$ cat src/rtl/cfgs_pkg.sv
package cfgs_pkg;

  typedef enum logic [2:0] {
    ST_IDLE,
    ST_BITS,
    ST_HOLD,
    ST_ACK,
    ST_DROP
  } link_st_e;

  typedef enum logic [1:0] {
    PH_ADDR,
    PH_CMD,
    PH_CNT,
    PH_DATA
  } phase_e;

  function automatic logic [7:0] reg_default(input int unsigned idx);
    case (idx)
      0:       return 8'h06;
      1, 2:    return 8'hFF;
      3:       return 8'h8A;
      4:       return 8'h02;
      6:       return 8'h06;
      default: return 8'h00;
    endcase
  endfunction

endpackage

$ cat src/rtl/cfgs_line_sync.sv
module cfgs_line_sync #(
  parameter int SYNC_STAGES = 2
) (
  input  logic clk,
  input  logic rst_n,
  input  logic d_i,
  output logic lvl_o,
  output logic rise_o,
  output logic fall_o
);

  logic [SYNC_STAGES:0] pipe;

  always_ff @(posedge clk or negedge rst_n) begin
    if (!rst_n) pipe <= '1;
    else        pipe <= {pipe[SYNC_STAGES-1:0], d_i};
  end

  assign lvl_o  = pipe[SYNC_STAGES-1];
  assign rise_o = pipe[SYNC_STAGES-1] & ~pipe[SYNC_STAGES];
  assign fall_o = ~pipe[SYNC_STAGES-1] & pipe[SYNC_STAGES];

endmodule

$ cat src/rtl/cfgs_byte_engine.sv
module cfgs_byte_engine
  import cfgs_pkg::*;
#(
  parameter logic [7:0] SLAVE_BYTE = 8'hD2,
  parameter int         NUM_REGS   = 7,
  parameter int         IDX_W      = 3
) (
  input  logic             clk,
  input  logic             rst_n,
  input  logic             scl_lvl_i,
  input  logic             scl_rise_i,
  input  logic             scl_fall_i,
  input  logic             sda_lvl_i,
  input  logic             sda_rise_i,
  input  logic             sda_fall_i,
  output logic             start_o,
  output logic             stop_o,
  output logic             sda_pull_o,
  output logic             wr_valid_o,
  output logic [IDX_W-1:0] wr_idx_o,
  output logic [7:0]       wr_data_o
);

  localparam logic [IDX_W:0] LIMIT = (IDX_W+1)'(NUM_REGS);

  link_st_e       st;
  phase_e         phase;
  logic [2:0]     bit_cnt;
  logic [6:0]     shreg;
  logic [IDX_W:0] data_idx;
  logic [7:0]     full_byte;

  assign start_o   = sda_fall_i & scl_lvl_i;
  assign stop_o    = sda_rise_i & scl_lvl_i;
  assign full_byte = {shreg, sda_lvl_i};

  always_ff @(posedge clk or negedge rst_n) begin
    if (!rst_n) begin
      st         <= ST_IDLE;
      phase      <= PH_ADDR;
      bit_cnt    <= '0;
      shreg      <= '0;
      data_idx   <= '0;
      sda_pull_o <= 1'b0;
      wr_valid_o <= 1'b0;
      wr_idx_o   <= '0;
      wr_data_o  <= '0;
    end else begin
      wr_valid_o <= 1'b0;
      if (stop_o) begin
        st         <= ST_IDLE;
        sda_pull_o <= 1'b0;
      end else if (start_o) begin
        st         <= ST_BITS;
        phase      <= PH_ADDR;
        bit_cnt    <= '0;
        data_idx   <= '0;
        sda_pull_o <= 1'b0;
      end else begin
        case (st)
          ST_BITS: begin
            if (scl_rise_i) begin
              shreg   <= {shreg[5:0], sda_lvl_i};
              bit_cnt <= bit_cnt + 3'd1;
              if (bit_cnt == 3'd7) begin
                case (phase)
                  PH_ADDR: begin
                    if (full_byte == SLAVE_BYTE) begin
                      st    <= ST_HOLD;
                      phase <= PH_CMD;
                    end else begin
                      st <= ST_DROP;
                    end
                  end
                  PH_CMD: begin
                    st    <= ST_HOLD;
                    phase <= PH_CNT;
                  end
                  PH_CNT: begin
                    st    <= ST_HOLD;
                    phase <= PH_DATA;
                  end
                  default: begin
                    st <= ST_HOLD;
                    if (data_idx < LIMIT) begin
                      wr_valid_o <= 1'b1;
                      wr_idx_o   <= data_idx[IDX_W-1:0];
                      wr_data_o  <= full_byte;
                      data_idx   <= data_idx + 1'b1;
                    end
                  end
                endcase
              end
            end
          end
          ST_HOLD: begin
            if (scl_fall_i) begin
              sda_pull_o <= 1'b1;
              st         <= ST_ACK;
            end
          end
          ST_ACK: begin
            if (scl_fall_i) begin
              sda_pull_o <= 1'b0;
              st         <= ST_BITS;
            end
          end
          default: begin
            sda_pull_o <= 1'b0;
          end
        endcase
      end
    end
  end

endmodule

$ cat src/rtl/cfgs_reg_bank.sv
module cfgs_reg_bank
  import cfgs_pkg::*;
#(
  parameter int NUM_REGS = 7,
  parameter int IDX_W    = 3
) (
  input  logic                  clk,
  input  logic                  rst_n,
  input  logic                  wr_valid_i,
  input  logic [IDX_W-1:0]      wr_idx_i,
  input  logic [7:0]            wr_data_i,
  output logic [NUM_REGS*8-1:0] regs_o
);

  for (genvar g = 0; g < NUM_REGS; g++) begin : g_reg
    logic [7:0] q;
    always_ff @(posedge clk or negedge rst_n) begin
      if (!rst_n) q <= reg_default(g);
      else if (wr_valid_i && (wr_idx_i == IDX_W'(g))) q <= wr_data_i;
    end
    assign regs_o[g*8 +: 8] = q;
  end

endmodule

$ cat src/rtl/cfg_serial_slave.sv
module cfg_serial_slave #(
  parameter int         NUM_REGS    = 7,
  parameter logic [7:0] SLAVE_BYTE  = 8'hD2,
  parameter int         SYNC_STAGES = 2
) (
  input  logic                  clk,
  input  logic                  rst_n,
  input  logic                  scl_i,
  input  logic                  sda_i,
  output logic                  sda_pull_o,
  output logic [NUM_REGS*8-1:0] cfg_o
);

  localparam int IDX_W = (NUM_REGS > 1) ? $clog2(NUM_REGS) : 1;

  logic scl_lvl, scl_rise, scl_fall;
  logic sda_lvl, sda_rise, sda_fall;
  logic start_det, stop_det;
  logic wr_valid;
  logic [IDX_W-1:0] wr_idx;
  logic [7:0] wr_data;

  cfgs_line_sync #(.SYNC_STAGES(SYNC_STAGES)) u_scl_sync (
    .clk    (clk),
    .rst_n  (rst_n),
    .d_i    (scl_i),
    .lvl_o  (scl_lvl),
    .rise_o (scl_rise),
    .fall_o (scl_fall)
  );

  cfgs_line_sync #(.SYNC_STAGES(SYNC_STAGES)) u_sda_sync (
    .clk    (clk),
    .rst_n  (rst_n),
    .d_i    (sda_i),
    .lvl_o  (sda_lvl),
    .rise_o (sda_rise),
    .fall_o (sda_fall)
  );

  cfgs_byte_engine #(
    .SLAVE_BYTE (SLAVE_BYTE),
    .NUM_REGS   (NUM_REGS),
    .IDX_W      (IDX_W)
  ) u_engine (
    .clk        (clk),
    .rst_n      (rst_n),
    .scl_lvl_i  (scl_lvl),
    .scl_rise_i (scl_rise),
    .scl_fall_i (scl_fall),
    .sda_lvl_i  (sda_lvl),
    .sda_rise_i (sda_rise),
    .sda_fall_i (sda_fall),
    .start_o    (start_det),
    .stop_o     (stop_det),
    .sda_pull_o (sda_pull_o),
    .wr_valid_o (wr_valid),
    .wr_idx_o   (wr_idx),
    .wr_data_o  (wr_data)
  );

  cfgs_reg_bank #(
    .NUM_REGS (NUM_REGS),
    .IDX_W    (IDX_W)
  ) u_bank (
    .clk        (clk),
    .rst_n      (rst_n),
    .wr_valid_i (wr_valid),
    .wr_idx_i   (wr_idx),
    .wr_data_i  (wr_data),
    .regs_o     (cfg_o)
  );

endmodule

$ cat config.mk
export PLATFORM = sky130hd
export DESIGN_NAME = cfg_serial_slave
export DESIGN_NICKNAME = d
export VERILOG_FILES = /design/src/rtl/cfgs_pkg.sv /design/src/rtl/cfgs_line_sync.sv /design/src/rtl/cfgs_byte_engine.sv /design/src/rtl/cfgs_reg_bank.sv /design/src/rtl/cfg_serial_slave.sv
export SDC_FILE = /design/constraint.sdc
export NUM_CORES = 1
export LEC_CHECK = 0
export ABC_AREA = 1
export BUFFER_PORTS_ARGS = -buffer_cell sky130_fd_sc_hd__buf_2
export CAP_MARGIN = 10
export CELL_PAD_IN_SITES_DETAIL_PLACEMENT = 0
export CELL_PAD_IN_SITES_GLOBAL_PLACEMENT = 1
export CORE_MARGIN = 2
export CORE_UTILIZATION = 40
export DETAILED_ROUTE_END_ITERATION = 7
export PLACE_DENSITY = 0.83
export SLEW_MARGIN = 20
export SYNTH_ARGS = -nofsm -noshare
export SYNTH_HDL_FRONTEND = slang
export SYNTH_SLANG_ARGS = --single-unit
$ cat constraint.sdc
create_clock -name clk -period 2.9 [get_ports clk]
set_input_delay 0.145 -clock clk [delete_from_list [all_inputs] [get_ports clk]]
set_output_delay 0.145 -clock clk [all_outputs]
set_load 0.02 [all_outputs]
# == Word level (Yosys, flattened, before mapping) ==
# Index checks and enable logic that the tools add are counted.
# classes
n_addsub,2
order_cmp,1
n_eq_ne,20
muxes,36
bitwise,13
reduce_logical,23
# op_table
operator,n
3-bit 2-to-1 mux,11
4-bit 2-to-1 mux,6
"3-bit by 2-bit == test with 1-bit output, second input constant",4
"3-bit == test, second input constant",4
"4-bit inequality test, second input constant",3
6-bit AND reduction,2
1-bit 2-to-1 mux,11
2-bit 2-to-1 mux,5
3-bit one-hot mux with 3 select lines,1
"8-bit == test, second input constant",1
2-bit nonzero test,4
1-bit logical AND,7
1-bit NOT,7
7-bit AND reduction,1
1-bit bitwise AND,6
"3-bit by 1-bit == test with 1-bit output, second input constant",2
2-bit one-hot mux with 3 select lines,1
3-bit AND reduction,2
5-bit AND reduction,1
5-bit nonzero test,1
"4-bit by 1-bit adder with 4-bit output, second input constant",1
"4-bit by 3-bit less-than comparator with 1-bit output, second input constant",1
"4-bit by 3-bit inequality test with 1-bit output, second input constant",1
4-bit AND reduction,1
other kinds (11),11
# word_totals
regBits,94
word_cells,113

# == Depth between registers and ports, before layout ==
# logic_depth
ltp_word,8
depth_mapped,9
ltp_nobuf,9

# == Cells and area by module ==
# Synthesis repeated with hierarchy kept, for this count alone.
# unflattened
cells_unflattened,448
hier_area_um2,4217.8
# modules_own_cells
mod,n_inst,cells_per_inst,area_each_um2
cfgs_reg_bank,1,253,2293.4
cfgs_byte_engine,1,181,1736.7
cfgs_line_sync,2,7,93.8

# == Least setup slack after synthesis ==
# Ideal clock, no wire load.
# synth_timing
kind,reg-to-reg
from,register u_engine.bit_cnt[0]
to,register u_engine.wr_data_o[6]
setup_ns,0.074
t_arrival_ns,1.318
required_ns,2.826
slack_ns,1.508
stages_incl_launch_ff,9
path_buffers,1
cell_sequence,dfrtp_1 -> ha_1 -> ha_1 -> nand3_1 -> nor2_1 -> nand2_2 -> buf_6 -> nand2_1 -> o21ai_2
# synth_via
elab_chain_cells,2
# synth_rtl
element,line_no,rtl
"start, declared",cfgs_byte_engine.sv:28,logic [2:0] bit_cnt;
"start signal, assigned",cfgs_byte_engine.sv:64,bit_cnt <= bit_cnt + 3'd1;
3-bit == test,cfgs_byte_engine.sv:65,if (bit_cnt == 3'd7) begin
7-bit AND reduction (no source line),--,
"end signal, assigned",cfgs_byte_engine.sv:88,wr_data_o <= full_byte;
"end, declared",cfgs_byte_engine.sv:21,output logic [7:0] wr_data_o
# Every way passes these cells.
# A chain may end at the register's enable or synchronous reset.

# == Final worst setup path ==
# layout_timing
from,register u_engine.bit_cnt[0]
to,register u_engine.wr_data_o[7]
# Same word-level chain as after synthesis.

==> flow_summary.ini <==
[power]
vdd_drop_max_mv = 0.3038
internal-power_mw = 1.787
power_switching_share_pct = 28.13
power.net_switching_mw = 0.6995
combPwrFrac_pct = 9.9
p_per_area_mw_per_mm2 = 552.1
p_leak_nw = 2.219
power_frac_clock_pct = 33.2
seqPwrFrac_pct = 56.9

[global_route]
grt_first_pass_wirelength_um = 12820
grt_antenna_before_repair = 0
gr-usage-met1_pct = 22.53
overflow = 0
grtUsageMet3_pct = 2.668
grt_busiest_layer = met2
grt_pass1_vias = 2619
grt_max_degree = 84
use_met2_pct = 25.15
track_usage_pct = 16.05

[sta]
finClkSkew_ns = 0.009700
fmax_mhz = 571.6
tightest_slew_ns = 0.7244
setup_viol = 0
maxSlewHeadroom_pct = 51.70
period_minus_slack_ns = 1.749
fin_crit_sh_pct = 60.32
hold_violations = 0
setup_tns_ns = 0
rsz0062_at_grt = no
slew_violations = 0

[placement]
place_inst = 586
place_congestion = 0.7703
hpwl_um = 5331
port_buffers = 60

[critical_path]
cpLargestDelayFamily = simple AND/OR/NAND/NOR gates
slowest_stage = dfrtp_1
cpPeakStageDelay_ns = 0.41
path_buf_inv = 1
path_cells = ha_1 -> ha_1 -> nand3_1 -> nor2_1 -> nand2_2 -> inv_2 -> nand2_1 -> o21ai_0
r2r_end = u_engine.wr_data_o[7]$_DFFE_PN0P_
ff2ff_setup_slack_ns = 1.15
critical_path_class = reg2reg
cp.depth = 8
cpMostUsedCell = ha_1
endpoint_kind = flop
cp.required_ns = 3.13
crit_fanout = 17
start_kind = flop
r2r_cells = 8
timing.rr.start = u_engine.bit_cnt[0]$_DFFE_PN0P_
crit_arrival_ns = 1.98

[cells_and_area]
final_cells = 605
syn_to_final_growth_pct = 16.43
antennaDiodeCount = 0
nets = 482
drive_above_1_share_pct = 27.10

[floorplan]
die_area_sq_mm = 0.01047
die_h_um = 102.3
die_w_um = 102.3
core_area_sq_mm = 0.009328
rows = 35
boundaryPins = 61
start_util_pct = 41.48

[clock_tree]
htreeDepth = 3
cts_sinks = 94
root_buffer = clkbuf_8
tritoncts = yes
clock_latency_ns = 0.36
cts.path.max_buffers = 2
clk_pin_slew_ns = 0.10
cts_buffers = 9

[worst_hold_path]
min_from = u_sda_sync.pipe[0]$_DFF_PN1_
worstHoldEndpoint = u_sda_sync.pipe[1]$_DFF_PN1_
hold_class = reg2reg
holdPathStages = 0

[synth]
synth_top_area_share_pct = 41.40
yosysSeqAreaShare_pct = 61.77
synth_area_sq_mm = 0.003869
synth_edf_count = 0
async_reset_ff_share_pct = 100.0
synthFlopType = dfrtp_1
synth.distinct_cells = 22
syn-num-nets = 417
synthTopCellsByCount = nand2_1 (131), dfrtp_1 (64), o21ai_0 (60)
netlist_instances = 406
synth_top_area_cell = dfrtp_1
synth_area_leaders = dfrtp_1 (41%), dfstp_2 (20%), nand2_1 (13%)
ys_ff_latch = 94
synth.most_common_cell = nand2_1
yosys_warnings = 0
synth_area_per_cell_sq_um = 9.529

[routing]
routed_via_density = 4.640
via_count = 2807
wire_per_inst_um = 12.73
drt-initial-drc-count = 147
drcViolationCount = 0
drtAntennaViolNets = 0
first_pass_iters = 4
drt_wl_total_um = 7701

[status]
outcome = finished, final reports clean

[job]
maxCapViolCount = 0
cell families (layout without fill, tap and decap cells):
group,count (synthesis),in the layout,synth area share [%]
xor gates and xnor gates,2,2,0.4529
adders and majority gates,7,7,2.264
DFF,94,94,61.77
AOI/OAI and AO/OA,79,79,11.00
buffers and inverters,49,119,5.336
and+or+nand+nor,175,175,19.18
area by class of cell:
class | count | area (sq um)
Multi-Input combinational cell | 263 | 1272
Timing Repair Buffer | 64 | 344.1
Clock inverter | 7 | 66.31
Sequential cell | 94 | 2390
Tap cell | 129 | 161.4
Inverter | 39 | 146.4
Clock buffer | 9 | 123.9
Fill cell | 900 | 4823
sequential cells by signal, summed over array words and instances, names as in the netlist:
signal	count
u_bank.g.q	56
u_engine.bit_cnt	3
u_engine.data_idx	4
u_engine.phase	2
u_engine.sda_pull_o	1
u_engine.shreg	7
u_engine.st	3
u_engine.wr_data_o	8
u_engine.wr_idx_o	3
u_engine.wr_valid_o	1
u_scl_sync.pipe	3
u_sda_sync.pipe	3
per-stage QoR:
stage / worst slack [ns] / util (%) / hold slack [ns] / power (mW) / cell area [sq um]
after floorplan: 1.508 / - / -0.1506 / 1.611 / 3869
after global placement: 1.229 / 45.89 / 0.2521 / 1.680 / 4280
after detailed placement: 1.167 / 45.89 / 0.2520 / 1.685 / 4280
after CTS: 1.149 / 48.25 / 0.3635 / 2.520 / 4501
after global routing: 0.9834 / 48.29 / 0.3647 / 2.626 / 4504
final: 1.151 / 48.29 / 0.3611 / 2.487 / 4504
how the worst max path moves through the flow:
stage                               startpoint                                end  slack [ns]
6_report       u_engine.bit_cnt[0]$_DFFE_PN0P_  u_engine.wr_data_o[7]$_DFFE_PN0P_        1.15
5_1_grt        u_engine.bit_cnt[0]$_DFFE_PN0P_  u_engine.wr_data_o[7]$_DFFE_PN0P_        0.98
4_1_cts           u_scl_sync.pipe[1]$_DFF_PN1_  u_engine.wr_data_o[7]$_DFFE_PN0P_        1.15
3_5_place_dp      u_scl_sync.pipe[1]$_DFF_PN1_  u_engine.wr_data_o[7]$_DFFE_PN0P_        1.17
3_3_place_gp      u_scl_sync.pipe[1]$_DFF_PN1_  u_engine.wr_data_o[7]$_DFFE_PN0P_        1.23
2_1_floorplan  u_engine.bit_cnt[0]$_DFFE_PN0P_  u_engine.wr_data_o[6]$_DFFE_PN0P_        1.51
per-layer routing:
metal | wire length (um) | part of all wire (%)
met1 | 3778 | 49
met2 | 3487 | 45
met3 | 321 | 4.2
met4 | 114 | 1.5
met5 | 0 | 0
timing repair:
item | in CTS | in global routing
gates resized for setup | 0 | 0
hold buffers | 3 | 0
setup buffers | 0 | 0
hold endpoints to repair | 30 | 0
power by group through the flow:
| stage | Clock, mW | Combinational, mW | Sequential, mW |
|---|---|---|---|
| global placement | 0 | 0.244 | 1.44 |
| global route | 0.911 | 0.290 | 1.43 |
| finish | 0.826 | 0.245 | 1.42 |
| detailed placement | 0 | 0.247 | 1.44 |
| CTS | 0.854 | 0.251 | 1.42 |
| floorplan | 0 | 0.178 | 1.43 |
placed cells by master, fill, tap and decap left out, drive strengths merged:
cell type,instances
dfstp,30
nand3,17
clkinv,1
clkbuf,9
a21oi,1
dlygate4sd3,3
or2,2
clkinvlp,2
xor2,2
nand2,135
inv,43
nand3b,1
nor2,18
ha,7
dfrtp,64
o21ai,78
nand4,2
buf,61
No activity file was read; power rests on OpenSTA's default activity.
